===== src/rtl/agc_pkg.sv =====
package agc_pkg;

  localparam int CFG_ADDR_W = 3;

  typedef enum logic [CFG_ADDR_W-1:0] {
    ADDR_TARGET   = 3'd0,
    ADDR_LG_FAST  = 3'd1,
    ADDR_LG_TRACK = 3'd2,
    ADDR_LIM_LO   = 3'd3,
    ADDR_LIM_HI   = 3'd4,
    ADDR_MODE     = 3'd5
  } cfg_addr_e;

  typedef enum logic {
    SETTLE_SIGN = 1'b0,
    SETTLE_PROP = 1'b1
  } settle_mode_e;

endpackage


===== src/rtl/agc_cfg_regs.sv =====
module agc_cfg_regs
  import agc_pkg::*;
#(
  parameter int DATA_W       = 16,
  parameter int MAG_W        = 16,
  parameter int LG_W         = 8,
  parameter int GAIN_W       = 13,
  parameter int GAIN_MAX     = 6144,
  parameter int TARGET_DEF   = 16384,
  parameter int LG_FAST_DEF  = 64,
  parameter int LG_TRACK_DEF = 8,
  parameter int LIM_LO_DEF   = 0,
  parameter int LIM_HI_DEF   = 6144
) (
  input  logic                  clk,
  input  logic                  rst_n,
  input  logic                  cfg_we,
  input  logic [CFG_ADDR_W-1:0] cfg_addr,
  input  logic [DATA_W-1:0]     cfg_wdata,
  output logic [MAG_W-1:0]      target,
  output logic [LG_W-1:0]       lg_fast,
  output logic [LG_W-1:0]       lg_track,
  output logic [GAIN_W-1:0]     lim_lo,
  output logic [GAIN_W-1:0]     lim_hi,
  output settle_mode_e          mode
);

  localparam int NUM_LG = 2;
  localparam logic [DATA_W-1:0] GAIN_MAX_D = DATA_W'(GAIN_MAX);

  // Limit writes saturate at the top of the gain span.
  function automatic logic [GAIN_W-1:0] sat_limit(input logic [DATA_W-1:0] v);
    if (v > GAIN_MAX_D) return GAIN_W'(GAIN_MAX);
    return v[GAIN_W-1:0];
  endfunction

  logic hit_target, hit_lo, hit_hi, hit_mode;
  logic [MAG_W-1:0]  target_q, target_d;
  logic [GAIN_W-1:0] lo_q, lo_d, hi_q, hi_d;
  settle_mode_e      mode_q, mode_d;

  // ---------------- next state ----------------
  always_comb begin
    hit_target = cfg_we && (cfg_addr == ADDR_TARGET);
    hit_lo     = cfg_we && (cfg_addr == ADDR_LIM_LO);
    hit_hi     = cfg_we && (cfg_addr == ADDR_LIM_HI);
    hit_mode   = cfg_we && (cfg_addr == ADDR_MODE);
    target_d   = hit_target ? cfg_wdata[MAG_W-1:0] : target_q;
    lo_d       = hit_lo ? sat_limit(cfg_wdata) : lo_q;
    hi_d       = hit_hi ? sat_limit(cfg_wdata) : hi_q;
    mode_d     = hit_mode ? settle_mode_e'(cfg_wdata[0]) : mode_q;
  end

  // ---------------- registers ----------------
  always_ff @(posedge clk or negedge rst_n) begin
    if (!rst_n) begin
      target_q <= MAG_W'(TARGET_DEF);
    end else if (hit_target) begin
      target_q <= target_d;
    end
  end

  always_ff @(posedge clk or negedge rst_n) begin
    if (!rst_n) begin
      lo_q <= GAIN_W'(LIM_LO_DEF);
    end else if (hit_lo) begin
      lo_q <= lo_d;
    end
  end

  always_ff @(posedge clk or negedge rst_n) begin
    if (!rst_n) begin
      hi_q <= GAIN_W'(LIM_HI_DEF);
    end else if (hit_hi) begin
      hi_q <= hi_d;
    end
  end

  always_ff @(posedge clk or negedge rst_n) begin
    if (!rst_n) begin
      mode_q <= SETTLE_SIGN;
    end else if (hit_mode) begin
      mode_q <= mode_d;
    end
  end

  // Loop-gain bank: one register slot per selectable loop gain.
  for (genvar g = 0; g < NUM_LG; g++) begin : g_lg
    localparam logic [CFG_ADDR_W-1:0] SLOT = (g == 0) ? ADDR_LG_FAST : ADDR_LG_TRACK;
    localparam logic [LG_W-1:0] RST_VAL = (g == 0) ? LG_W'(LG_FAST_DEF) : LG_W'(LG_TRACK_DEF);
    logic            hit;
    logic [LG_W-1:0] q, d;

    always_comb begin
      hit = cfg_we && (cfg_addr == SLOT);
      d   = hit ? cfg_wdata[LG_W-1:0] : q;
    end

    always_ff @(posedge clk or negedge rst_n) begin
      if (!rst_n) begin
        q <= RST_VAL;
      end else if (hit) begin
        q <= d;
      end
    end
  end

  assign target   = target_q;
  assign lg_fast  = g_lg[0].q;
  assign lg_track = g_lg[1].q;
  assign lim_lo   = lo_q;
  assign lim_hi   = hi_q;
  assign mode     = mode_q;

endmodule


===== src/rtl/agc_err_step.sv =====
module agc_err_step
  import agc_pkg::*;
#(
  parameter int MAG_W      = 16,
  parameter int LG_W       = 8,
  parameter int MEAN_SHIFT = 8,
  parameter int MAX_STEP   = 192,
  parameter int DELTA_W    = 18
) (
  input  logic [MAG_W-1:0]          target,
  input  logic [MAG_W-1:0]          mag,
  input  logic [LG_W-1:0]           lg,
  input  settle_mode_e              mode,
  output logic signed [DELTA_W-1:0] delta
);

  localparam int ERR_W  = MAG_W + 1;
  localparam int PROD_W = ERR_W + LG_W + 1;
  localparam logic [LG_W-1:0] STEP_CAP = LG_W'(MAX_STEP);

  logic signed [ERR_W-1:0]   err;
  logic signed [PROD_W-1:0]  prod;
  logic [LG_W-1:0]           step_mag;
  logic signed [DELTA_W-1:0] prop_d, sign_d, step_s;

  always_comb begin
    // error = target - magnitude; positive asks for more gain
    err      = $signed({1'b0, target}) - $signed({1'b0, mag});
    prod     = PROD_W'(err) * PROD_W'($signed({1'b0, lg}));
    // arithmetic shift floors toward minus infinity
    prop_d   = DELTA_W'(prod >>> MEAN_SHIFT);

    step_mag = (lg > STEP_CAP) ? STEP_CAP : lg;
    step_s   = $signed(DELTA_W'(step_mag));
    if (err == '0) begin
      sign_d = '0;
    end else if (err[ERR_W-1]) begin
      sign_d = -step_s;
    end else begin
      sign_d = step_s;
    end

    delta = (mode == SETTLE_PROP) ? prop_d : sign_d;
  end

endmodule


===== src/rtl/agc_gain_acc.sv =====
module agc_gain_acc #(
  parameter int GAIN_W    = 13,
  parameter int DELTA_W   = 18,
  parameter int RESET_VAL = 0
) (
  input  logic                      clk,
  input  logic                      rst_n,
  input  logic                      upd_en,
  input  logic signed [DELTA_W-1:0] delta,
  input  logic [GAIN_W-1:0]         lim_lo,
  input  logic [GAIN_W-1:0]         lim_hi,
  output logic [GAIN_W-1:0]         gain
);

  localparam int EXT_W = ((DELTA_W > GAIN_W) ? DELTA_W : GAIN_W) + 2;

  logic signed [EXT_W-1:0] sum, lo_x, hi_x, clip;
  logic [GAIN_W-1:0]       gain_q, gain_d;

  // ---------------- next state ----------------
  always_comb begin
    lo_x = $signed(EXT_W'(lim_lo));
    hi_x = $signed(EXT_W'(lim_hi));
    sum  = $signed(EXT_W'(gain_q)) + EXT_W'(delta);
    clip = sum;
    // upper bound first, lower bound last: lower limit wins if inverted
    if (clip > hi_x) clip = hi_x;
    if (clip < lo_x) clip = lo_x;
    gain_d = upd_en ? clip[GAIN_W-1:0] : gain_q;
  end

  // ---------------- register ----------------
  always_ff @(posedge clk or negedge rst_n) begin
    if (!rst_n) begin
      gain_q <= GAIN_W'(RESET_VAL);
    end else if (upd_en) begin
      gain_q <= gain_d;
    end
  end

  assign gain = gain_q;

endmodule


===== src/rtl/agc_loop.sv =====
module agc_loop
  import agc_pkg::*;
#(
  parameter int DATA_W       = 16,
  parameter int MAG_W        = 16,
  parameter int LG_W         = 8,
  parameter int GAIN_FRAC    = 6,
  parameter int RANGE_DB     = 96,
  parameter int MEAN_SHIFT   = 8,
  parameter int STEP_CAP_DB  = 3,
  parameter int TARGET_DEF   = 16384,
  parameter int LG_FAST_DEF  = 64,
  parameter int LG_TRACK_DEF = 8,
  parameter int LIM_LO_DEF   = 0,
  localparam int GAIN_MAX    = RANGE_DB << GAIN_FRAC,
  localparam int GAIN_W      = $clog2(GAIN_MAX + 1)
) (
  input  logic                  clk,
  input  logic                  rst_n,
  input  logic                  cfg_we,
  input  logic [CFG_ADDR_W-1:0] cfg_addr,
  input  logic [DATA_W-1:0]     cfg_wdata,
  input  logic                  sample_valid,
  input  logic [MAG_W-1:0]      mag_in,
  input  logic                  gain_sel,
  output logic [GAIN_W-1:0]     gain_db
);

  localparam int MAX_STEP = STEP_CAP_DB << GAIN_FRAC;
  localparam int ERR_W    = MAG_W + 1;
  localparam int PROD_W   = ERR_W + LG_W + 1;
  localparam int DELTA_W  = PROD_W - MEAN_SHIFT;

  logic [MAG_W-1:0]          target;
  logic [LG_W-1:0]           lg_fast, lg_track, lg_act;
  logic [GAIN_W-1:0]         lim_lo, lim_hi;
  settle_mode_e              mode_q;
  logic signed [DELTA_W-1:0] delta;

  agc_cfg_regs #(
    .DATA_W      (DATA_W),
    .MAG_W       (MAG_W),
    .LG_W        (LG_W),
    .GAIN_W      (GAIN_W),
    .GAIN_MAX    (GAIN_MAX),
    .TARGET_DEF  (TARGET_DEF),
    .LG_FAST_DEF (LG_FAST_DEF),
    .LG_TRACK_DEF(LG_TRACK_DEF),
    .LIM_LO_DEF  (LIM_LO_DEF),
    .LIM_HI_DEF  (GAIN_MAX)
  ) u_regs (
    .clk      (clk),
    .rst_n    (rst_n),
    .cfg_we   (cfg_we),
    .cfg_addr (cfg_addr),
    .cfg_wdata(cfg_wdata),
    .target   (target),
    .lg_fast  (lg_fast),
    .lg_track (lg_track),
    .lim_lo   (lim_lo),
    .lim_hi   (lim_hi),
    .mode     (mode_q)
  );

  assign lg_act = gain_sel ? lg_track : lg_fast;

  agc_err_step #(
    .MAG_W     (MAG_W),
    .LG_W      (LG_W),
    .MEAN_SHIFT(MEAN_SHIFT),
    .MAX_STEP  (MAX_STEP),
    .DELTA_W   (DELTA_W)
  ) u_step (
    .target(target),
    .mag   (mag_in),
    .lg    (lg_act),
    .mode  (mode_q),
    .delta (delta)
  );

  agc_gain_acc #(
    .GAIN_W   (GAIN_W),
    .DELTA_W  (DELTA_W),
    .RESET_VAL(LIM_LO_DEF)
  ) u_acc (
    .clk   (clk),
    .rst_n (rst_n),
    .upd_en(sample_valid),
    .delta (delta),
    .lim_lo(lim_lo),
    .lim_hi(lim_hi),
    .gain  (gain_db)
  );

endmodule


===== config.mk =====
export PLATFORM = sky130hd
export DESIGN_NAME = agc_loop
export DESIGN_NICKNAME = d
export VERILOG_FILES = /design/src/rtl/agc_pkg.sv /design/src/rtl/agc_cfg_regs.sv /design/src/rtl/agc_err_step.sv /design/src/rtl/agc_gain_acc.sv /design/src/rtl/agc_loop.sv
export SDC_FILE = /design/constraint.sdc
export NUM_CORES = 1
export LEC_CHECK = 0
export BUFFER_PORTS_ARGS = -buffer_cell sky130_fd_sc_hd__buf_2
export CAP_MARGIN = 20
export CORE_UTILIZATION = 55
export DETAILED_ROUTE_END_ITERATION = 10
export PLACE_DENSITY_LB_ADDON = 0.25
export SLEW_MARGIN = 20
export SYNTH_ARGS = -nofsm -noshare
export SYNTH_HDL_FRONTEND = slang
export SYNTH_HIERARCHICAL = 1
export SYNTH_SLANG_ARGS = --single-unit

===== constraint.sdc =====
create_clock -name clk -period 12.76 [get_ports clk]
set_clock_uncertainty 0.2 [all_clocks]
set_input_delay 2.552 -clock clk [delete_from_list [all_inputs] [get_ports clk]]
set_output_delay 2.552 -clock clk [all_outputs]
set_load 0.005 [all_outputs]

Yosys cells after proc, flatten, opt, wreduce, memory -nomap -nowiden
Index checks and enable logic that the tools add are counted.
- bits of input ports: 40
- logic and storage cells: 38
- flip-flop bits (word level): 72
- output and inout bits: 13
- $lt $le $gt $ge: 4
- equal/unequal tests: 5
- multipliers: 1
- reduce and logical (&&, ||, !) cells: 8
- add/sub/neg operators: 3
- muxes and demuxes: 10
- operators by type and width (kind ; count):
    two-way mux 18 bit ; 3
    two-way mux 13 bit ; 3
    multiplier 17 x 9 -> 26 bit ; 1
    greater-than comparator 20 x 14 -> 1 bit ; 1
    < comparator 20 x 14 -> 1 bit ; 1
    two-way mux 20 bit ; 1
    adder 14 x 18 -> 19 bit ; 1
    negation 8 -> 18 bit ; 1
    zero test 17 bit ; 1
    subtractor 16 x 16 -> 17 bit ; 1
    greater-than comparator 16 x 13 -> 1 bit, second input constant ; 1
    two-way mux 8 bit ; 2
    greater-than comparator 8 bit, second input constant ; 1
    == test 3 x 2 -> 1 bit, second input constant ; 2
    == test 3 bit, second input constant ; 2
    logical AND 1 bit ; 6
    == test 3 x 1 -> 1 bit, second input constant ; 1
    zero test 3 bit ; 1
    two-way mux 1 bit ; 1

Logic depth before layout (Yosys ltp)
Gate-level depths: netlist (run 1).
- depth in word-level cells: 12
- gate-level depth with buffers: 51
- mapped depth without buffers: 49

Cells and area by module
Netlist (run 1), hierarchy kept.
- modules (own cells, without submodules) (module ; times used ; area an instance (sq um) ; cells each ; seq. area each (sq um)):
    agc_err_step ; 1 ; 6162.2 ; 775 ; 0.0
    agc_cfg_regs ; 1 ; 2444.8 ; 170 ; 1482.7
    agc_gain_acc ; 1 ; 2149.6 ; 252 ; 325.3
    agc_loop ; 1 ; 131.4 ; 9 ; 0.0

Least setup slack after synthesis (run 1)
Ideal clock, no wire load.
- path type: input to register
- from: input port mag_in[2]
- to: register u_acc.gain_q[10] (netlist: u_acc/gain[10])
- path buffers: 2
- library setup time: 126 ps
- cell stages on the path: 50
- arrival time: 13315 ps
- path slack: -881 ps
- data required time: 12434 ps
- cell sequence: inv_1 ha_1 nor2_1 a211o_1 nor2b_1 o31a_2 xnor2_1 nand2_1 fa_1 inv_1 fa_1 fa_1 inv_1 fa_1 inv_1 ha_1 o211a_1 a221oi_1 (+14 left out) nand2_1 or4_4 a221oi_2 o221a_2 o211ai_2 nand2_1 buf_2 mux2_2 ha_1 o21ai_0 nand2b_1 a21oi_1 or4_1 a21boi_0 nor2b_1 a31o_2 buf_2 a221o_1
- longest elaborated chain between the ends: 9
- elaborated cells on any way between the ends: 11
- classes of those cells: add/sub (2); mul (1); order compare (2); mux (5); reduce/logical (1)
- RTL lines (what ; line ; source):
    from (decl) ; agc_loop.sv:24 ; input logic [MAG_W-1:0] mag_in,
    subtractor 16 x 16 -> 17 bit (*) ; agc_err_step.sv:28 ; err = $signed({1'b0, target}) - $signed({1'b0, mag});
    parallel branches: the longest is 2 deep, another holds multiplier 17 x 9 -> 26 bit ; - ;
    two-way mux 18 bit (*) ; agc_err_step.sv:43 ; delta = (mode == SETTLE_PROP) ? prop_d : sign_d;
    via delta[6] ; agc_loop.sv:38 ; logic signed [DELTA_W-1:0] delta;
    adder 14 x 18 -> 19 bit (*) ; agc_gain_acc.sv:24 ; sum = $signed(EXT_W'(gain_q)) + EXT_W'(delta);
    greater-than comparator 20 x 14 -> 1 bit ; agc_gain_acc.sv:27 ; if (clip > hi_x) clip = hi_x;
    two-way mux 20 bit (*) ; agc_gain_acc.sv:27 ;
    < comparator 20 x 14 -> 1 bit ; agc_gain_acc.sv:28 ; if (clip < lo_x) clip = lo_x;
    two-way mux 13 bit (*) ; agc_gain_acc.sv:28 ;
    to (signal assigned) ; agc_gain_acc.sv:35 ; gain_q <= GAIN_W'(RESET_VAL);
    to (signal assigned) ; agc_gain_acc.sv:37 ; gain_q <= gain_d;
    to (decl) ; agc_gain_acc.sv:18 ; logic [GAIN_W-1:0] gain_q, gain_d;
Mark *: on every way through the listed nets, which the timed path passes.
A chain may end at the register's enable or synchronous reset.

Final worst setup path (run 1)
- from: input port mag_in[0]
- to: register u_acc.gain_q[8] (netlist: u_acc/gain[8])
The elaborated chain is that of the path after synthesis.

==> flow_summary.ini, run 1 <==
[status]
status = complete, but fails checks
violations = negative setup slack

[setup_path]
reg2reg_from = u_regs/target[0]$_DFFE_PN0P_
crit_family = adder cells
crit_fanout = 9
startpoint_type = input pin
cpPeakStageDelay_ns = 0.53
worstSetupStartpoint = mag_in[0]
r2r_setup_slack_ns = 1.63
slowest_stage = fa_1
r2r_cells = 51
cp.buffers_inverters = 8
cp.depth = 51
cp.required_ns = 12.78
path_class = input pin to register
arrival_ns = 13.00
critPathCapture = u_acc/gain[8]$_DFFE_PN0P_
cp-end-kind = register
worstReg2RegEnd = u_acc/gain[8]$_DFFE_PN0P_

[timing]
rsz0062_at_grt = yes
slew_viol_final = 0
min_period_ns = 12.98
fmax_mhz = 77.0
setup_viol = 12
worst_slew_pin_slew_ns = 1.04
fin_crit_sh = 1.02
setup_ws_ns = -0.224
hold_violations = 0
hold_ws_ns = 0.309
slew_headroom = 0.306
tns_ns = -2.43

[die]
core_area_um2 = 19500
dieArea_um2 = 20400
start_util = 0.559
die_h_um = 143
die_x_um = 143
rows = 51
ios = 53

[clock_tree]
path_clk_slew_ns = 0.06
clockRootBuffer = clkbuf_16
clockBufferDepth = 2
cts_max_level = 3
cts_tree = built
cts_sinks = 72
cts_buffers = 9
clk_latency_ns = 0.34

[place]
place_inst = 1652
gp_congestion = 0.965
dpl-instance-area_um2 = 12800
dp_hpwl_um = 23500
io_buffers = 52

[global_route]
met1_usage = 0.392
gr-max-usage-layer = met2
grt_pass1_wl_um = 47000
overflow = 0
grt_max_degree = 73
track_usage = 0.299
antenna_found_initial = 0
grt_pass1_vias = 9583
grt_util_met3 = 0.0476
grt_use_met2 = 0.515

[route]
ant_nets = 0
drc_errors = 0
drtIter0Drc = 619
routed_via_density = 5.64
firstDrtPassIters = 5
via_count = 9562
routedWlPerCell_um = 17.8
wirelength_um = 30200

[synth]
synth_edf_count = 0
ys_ff_latch = 72
ys_seq_area_frac = 0.166
synthFlopType = dfrtp_1
avgSynthCellArea_um2 = 9.03
syn-num-nets = 1459
synthArstFlopShare = 1.00
yosysWarnings = 6
syn-cell-area_um2 = 10900
syn_inst = 1206
yosysUniqueCellTypes = 86

[finish]
instances_no_fill = 1694
final_common_cell = inv_1
final_area_um2 = 13600
layout_common_cells = inv_1, buf_4, fa_1
area_growth_pct = 25.2
layout-drive-gt1-share = 0.303
antenna_cells = 0
nNetsFinal = 1677

[run]
cap_violations = 0

[hold_path]
min_path_type = register to register
min_from = u_regs/lg_fast[5]$_DFFE_PN0P_
[layer usage]
layer  part of all wire  vias up
li1                   -     4480
met1               0.42     4690
met2               0.49      344
met3              0.068       48
met4              0.022        0
met5                  0        -
[how the worst min path moves through the flow]
stage,endpoint,cells past startpoint,slack [ns]
after floorplan,u_regs/lim_lo[11]$_DFFE_PN0P_,2,0.27
final,u_regs/lg_fast[5]$_DFFE_PN0P_,1,0.31
after global placement,u_regs/lg_fast[0]$_DFFE_PN0P_,1,0.29
after detailed placement,u_regs/target[0]$_DFFE_PN0P_,1,0.30
after global routing,u_regs/lg_fast[5]$_DFFE_PN0P_,1,0.32
after CTS,u_regs/lg_fast[5]$_DFFE_PN0P_,1,0.31
[flip-flops by register name (all words and copies together), names as in the netlist]
register         count
u_regs/lim_hi       13
u_acc/gain          13
u_regs/lim_lo       13
u_regs/target       16
u_regs/lg_track      8
u_regs/lg_fast       8
u_regs/mode          1
[Yosys cell counts, types with 8 or more instances]
library cell  instances  area (µm²)
a21o_1               40         300
and2_1               51         319
xor2_1               17         149
nor2_1               41         154
nor2b_1              29         181
fa_1                109        2180
nand2_1             100         375
a211oi_1             10        75.1
mux2_4                8         120
mux2i_1              25         250
nand4_1               9        56.3
a21oi_1              74         370
inv_1               208         781
a221o_1              12         120
nor3_1                9        45.0
nand2b_1             15        93.8
clkbuf_1             27         101
mux2_2               45         507
xnor2_1              32         280
ha_1                104        1300
o21ai_0              19        95.1
dfrtp_1              67        1680
nand3_1              16        80.1
[through the flow]
step	util	worst slack, ns
after global placement	0.658	-0.396
after floorplan	-	0.00340
after global routing	0.701	-0.667
after CTS	0.684	0.00377
final	0.701	-0.224
after detailed placement	0.658	-0.565
[repair_timing]
item,4_1_cts,5_1_grt
pin swaps,26,41
gates cloned,0,1
resized for setup,23,45
setup endpoints to repair,12,13
buffers inserted,12,14
hold buffers,0,0
[logic make-up (layout without fill, tap and decap cells)]
family | count (synthesis) | in the layout | share of synthesized area
simple gates | 312 | 312 | 0.155
buf+inv | 253 | 475 | 0.0949
compound gates | 228 | 229 | 0.143
fa+ha+maj | 213 | 213 | 0.320
mux | 79 | 79 | 0.0818
flops | 72 | 72 | 0.166
xor+xnor | 49 | 49 | 0.0394
[cell type report]
type / count / area (µm²)
Timing Repair Buffer: 250 / 1800
Tap cell: 265 / 332
Clock buffer: 9 / 225
Multi-Input combinational cell: 882 / 8610
Fill cell: 1451 / 5830
Clock inverter: 7 / 82.6
Inverter: 209 / 785
Sequential cell: 72 / 1810
Power of run 1 is left out: the tool's default activity adds up to more than one toggle a clock period on the data nets, which glitch-free logic cannot reach.
==> run 2, diff against run 1 <==
==> constraint.sdc (replaced) <==
create_clock -name clk -period 12.76 [get_ports clk]
set_clock_uncertainty 0.2 [all_clocks]
set_input_delay 0 -clock clk [delete_from_list [all_inputs] [get_ports clk]]
set_output_delay 0 -clock clk [all_outputs]
set_load 0.005 [all_outputs]
==> run 2 against run 1 <==
- the run now ends clean
- critical path depth down 3
- non-clock buffer count down 161
- wire length down 8.1%
- critical path type is now register to register
- maximum frequency up 6.6%
- flip-flop and latch count unchanged
- global-route usage down 1.1 points
- register-to-register slack worse by 1.1 ns
- final area down 12%
- via count down 7.3%
- setup slack better by 0.80 ns
- worst hold slack worse by 0.12 ns
- clock-buffer cell count unchanged
==> flow_summary.ini, run 2 (synthesis results as in run 1) <==
[finish]
final_util = 0.615
final_area_um2 = 12000
antenna_cells = 0
layout_common_cells = inv_1, fa_1, ha_1
instances_no_fill = 1532
largest_reg_flops = 16
area_growth_pct = 9.91
layout-drive-gt1-share = 0.144
final_common_cell = inv_1
nNetsFinal = 1515

[setup_path]
cp-end-kind = register
path_class = register to register
crit_fanout = 12
cpPeakStageDelay_ns = 0.52
arrival_ns = 12.20
startpoint_type = register
cp.required_ns = 12.77
cpMostUsedCell = ha_1
slowest_stage = fa_1

[status]
status = finished, final reports clean

[global_route]
grt_max_degree = 73
overflow = 0
track_usage = 0.288
grt_use_met2 = 0.475
grt_util_met3 = 0.0335
met1_usage = 0.395
gr-max-usage-layer = met2
antenna_found_initial = 0
grt_pass1_wl_um = 45200
grt_pass1_vias = 9043

[place]
place_inst = 1485
gp_congestion = 0.919
dp_hpwl_um = 21200
dpl-instance-area_um2 = 11300
io_buffers = 52

[hold_path]
min_path_type = input pin to asynchronous set/reset pin

[timing]
slew_viol_final = 0
setup_viol = 0
fin_crit_sh = 0.955
fmax_mhz = 82.1
min_period_ns = 12.18
hold_violations = 0
hold_ws_ns = 0.193
slew_headroom = 0.302
worst_slew_pin_slew_ns = 1.04

[route]
routedWlPerCell_um = 18.1
firstDrtPassIters = 5
drtIter0Drc = 584
routed_via_density = 5.79
via_count = 8864
drc_errors = 0
ant_nets = 0
wirelength_um = 27800

[die]
rows = 51
dieArea_um2 = 20400
die_h_um = 143
start_util = 0.559
die_x_um = 143
ios = 53
core_area_um2 = 19500

[clock_tree]
cts_max_level = 3
cts_buffers = 9
clockRootBuffer = clkbuf_16
cts_sinks = 72
cts_tree = built
clk_latency_ns = 0.34
clockBufferDepth = 2
path_clk_slew_ns = 0.07

[run]
cap_violations = 0
==> run 2: cell types whose count changed in the layout (fill, tap and decap cells not counted), sizes merged <==
| cell | previous run | this run |
|---|---|---|
| a31o | 4 | 3 |
| buf | 250 | 67 |
| dlygate4sd3 | 0 | 22 |
==> run 2: worst paths after layout <==
path,start,endpoint,slack [ns],cells past startpoint
max in group asynchronous,rst_n,u_regs/target[1]$_DFFE_PN0P_,11.57,3
worst max-delay path,u_regs/target[4]$_DFFE_PN0P_,u_acc/gain[1]$_DFFE_PN0P_,0.58,48
min in group clk,cfg_wdata[11],u_regs/target[11]$_DFFE_PN0P_,0.28,3
worst min register to register,u_regs/lg_track[4]$_DFFE_PN0P_,u_regs/lg_track[4]$_DFFE_PN0P_,0.31,1
worst max register to register,u_regs/target[4]$_DFFE_PN0P_,u_acc/gain[1]$_DFFE_PN0P_,0.58,48
worst min-delay path,rst_n,u_acc/gain[6]$_DFFE_PN0P_,0.19,3
==> run 2: final cells by class <==
type,count,area [µm²]
Sequential cell,72,1810
Clock inverter,7,82.6
Fill cell,1686,7500
Inverter,209,785
Timing Repair Buffer,89,593
Multi-Input combinational cell,881,8140
Clock buffer,9,225
Tap cell,265,332
==> run 2: metrics by stage <==
step	setup slack (ns)	setup TNS (ns)
after global routing	-0.0172	-0.0967
final	0.577	0
after global placement	0.441	0
after CTS	0.0409	0
after detailed placement	0.0646	0
after floorplan	1.31	0
==> run 2: routing by layer <==
metal  part of all wire  routed length, µm  vias to the layer above
li1                   -                  -                     4146
met1               0.45              12400                     4366
met2               0.47              13100                      310
met3              0.057               1600                       42
met4              0.022                607                        0
met5                  0                  0                        -
==> run 2: timing repair <==
action	4_1_cts	5_1_grt
setup endpoints to repair	0	13
hold buffers	22	0
endpoints found under the hold margin	138	0
buffers inserted	0	9
resized for setup	0	16
==> run 2: critical path: cells and delay by family (launching register included) <==
kind / cells / cell delay, ns
AO/OA/AOI/OAI: 21 / 4.79
adder cells (fa/ha/maj): 9 / 3.62
AND/OR/NAND/NOR: 8 / 1.64
buffers and inverters: 5 / 0.52
multiplexers: 2 / 0.46
XOR/XNOR: 3 / 0.43
flip-flops: 1 / 0.39
Power of run 2 is left out for the same reason.
==> run 3, diff against run 2 <==
--- a/config.mk
+++ b/config.mk
@@ -7,9 +7,12 @@
 export LEC_CHECK = 0
 export BUFFER_PORTS_ARGS = -buffer_cell sky130_fd_sc_hd__buf_2
 export CAP_MARGIN = 20
+export CORE_MARGIN = 2
 export CORE_UTILIZATION = 55
 export DETAILED_ROUTE_END_ITERATION = 10
+export GPL_TIMING_DRIVEN = 1
 export PLACE_DENSITY_LB_ADDON = 0.25
+export SETUP_SLACK_MARGIN = 0.4
 export SLEW_MARGIN = 20
 export SYNTH_ARGS = -nofsm -noshare
 export SYNTH_HDL_FRONTEND = slang
==> run 3 against run 2 <==
- flip-flop and latch count is the same
- maximum frequency grew 2.4%
- wire length grew 3.0%
- critical path depth shrank 2
- via count grew 0.99%
- non-clock buffer count grew 6
- largest cell class unchanged
- sequential share of layout area shrank 0.16 points
==> flow_summary.ini, run 3 (synthesis results as in run 1) <==
[status]
status = finished, final reports clean

[clock_tree]
clk_latency_ns = 0.34
path_clk_slew_ns = 0.07
clockBufferDepth = 2
cts_max_level = 3
cts_buffers = 9
cts_tree = built
clockRootBuffer = clkbuf_16
cts_sinks = 72

[die]
start_util = 0.559
die_x_um = 145
ios = 53
rows = 51
dieArea_um2 = 20900
die_h_um = 145
core_area_um2 = 19500

[route]
wirelength_um = 28600
ant_nets = 0
highest_layer = met5
drtIter0Drc = 484
dr_wl_met2_um = 13600
firstDrtPassIters = 5
via_count = 8952
wl_met1_um = 12700
routedWlPerCell_um = 18.6
route.met3.wl_um = 1730
routed_via_density = 5.82
drc_errors = 0

[global_route]
overflow = 0
track_usage = 0.284
grt_max_degree = 73
grt_pass1_wl_um = 46200
grt_pass1_vias = 9002
antenna_found_initial = 1

[hold_path]
min_path_type = input pin to register
hold_end = u_regs/mode$_DFFE_PN0P_
min_from = cfg_addr[1]
hold_depth = 3

[timing]
slew_viol_final = 0
fin_crit_sh = 0.933
hold_violations = 0
min_period_ns = 11.90
setup_viol = 0
fmax_mhz = 84.0
worst_slew_pin_slew_ns = 1.05
rsz0062_at_grt = no
slew_headroom = 0.297

[run]
cap_violations = 0

[finish]
nNetsFinal = 1522
instances_no_fill = 1539
final_area_um2 = 12100
area_growth_pct = 11.1
num-fill-cells = 1635
antenna_cells = 0
layout_common_cells = inv_1, fa_1, ha_1
layout-drive-gt1-share = 0.154
final_common_cell = inv_1
largest_reg_flops = 16

[setup_path]
cpMostUsedCell = a21o_1
reg2reg_from = u_regs/target[4]$_DFFE_PN0P_
crit_fanout = 12
cp.required_ns = 12.78
arrival_ns = 11.92
cp-end-kind = register
startpoint_type = register
r2r_cells = 46
r2r_setup_slack_ns = 0.86
cpPeakStageDelay_ns = 0.60
path_class = register to register
worstReg2RegEnd = u_acc/gain[7]$_DFFE_PN0P_
slowest_stage = a2111oi_0

[place]
place_inst = 1486
io_buffers = 52
dpl-instance-area_um2 = 11300
dp_hpwl_um = 21500
gp_congestion = 0.893
[run 3: changes by cell type in the layout (fill, tap and decap cells not counted), moves of 2 or more]
| cell | before | now |
|---|---|---|
| o21ai_0 | 19 | 16 |
| a21oi_1 | 74 | 71 |
| buf_4 | 15 | 20 |
| a21oi_2 | 2 | 5 |
| xnor2_1 | 26 | 28 |
| o21ai_1 | 4 | 7 |
| xnor2_2 | 6 | 3 |
[run 3: how the worst max path moves through the flow]
stage	start	end	slack [ns]	cells after the start
after floorplan	u_regs/target[0]$_DFFE_PN0P_	u_acc/gain[10]$_DFFE_PN0P_	1.31	50
after global placement	u_regs/target[0]$_DFFE_PN0P_	u_acc/gain[10]$_DFFE_PN0P_	0.41	48
after detailed placement	u_regs/target[0]$_DFFE_PN0P_	u_acc/gain[6]$_DFFE_PN0P_	-0.05	48
after CTS	u_regs/target[4]$_DFFE_PN0P_	u_acc/gain[6]$_DFFE_PN0P_	0.43	47
after global routing	u_regs/target[0]$_DFFE_PN0P_	u_acc/gain[6]$_DFFE_PN0P_	0.32	45
final	u_regs/target[4]$_DFFE_PN0P_	u_acc/gain[7]$_DFFE_PN0P_	0.86	46
[run 3: repair_timing]
item	CTS	global route
pin swaps	1	5
gates cloned	0	1
setup buffers	1	13
hold buffers	22	0
resized for setup	4	26
endpoints found under the setup margin	13	13
endpoints found under the hold margin	139	0
[run 3: area by class of cell]
class	instances	area (µm²)	share of cell area
Inverter	209	785	0.0648
Tap cell	265	332	0.0274
Clock inverter	7	83.8	0.00693
Clock buffer	9	225	0.0186
Timing Repair Buffer	95	651	0.0538
Multi-Input combinational cell	882	8210	0.679
Sequential cell	72	1810	0.149
[run 3: per-stage QoR]
step / setup TNS, ns / util / worst slack, ns / hold WS (ns)
after floorplan: 0 / - / 1.31 / -0.496
after CTS: 0 / 0.609 / 0.429 / 0.00280
after detailed placement: -0.339 / 0.580 / -0.0493 / 0.0640
after global routing: 0 / 0.622 / 0.324 / 0.0318
final: 0 / 0.622 / 0.861 / 0.0234
after global placement: 0 / 0.580 / 0.406 / 0.0654
[run 3: critical path, delay by kind of cell (launching register included)]
family	cells	cell delay [ns]
xor gates and xnor gates	3	0.84
DFF	1	0.39
muxes	1	0.36
buffers and inverters	4	0.31
and+or+nand+nor	7	0.94
AOI/OAI and AO/OA	22	5.01
adders and majority gates	9	3.72
[run 3: layer usage]
layer	vias up	global-route usage
li1	4154	-
met4	2	0.0715
met5	-	0
met3	55	0.0517
met2	291	0.472
met1	4450	0.386
Power of run 3 is left out for the same reason.
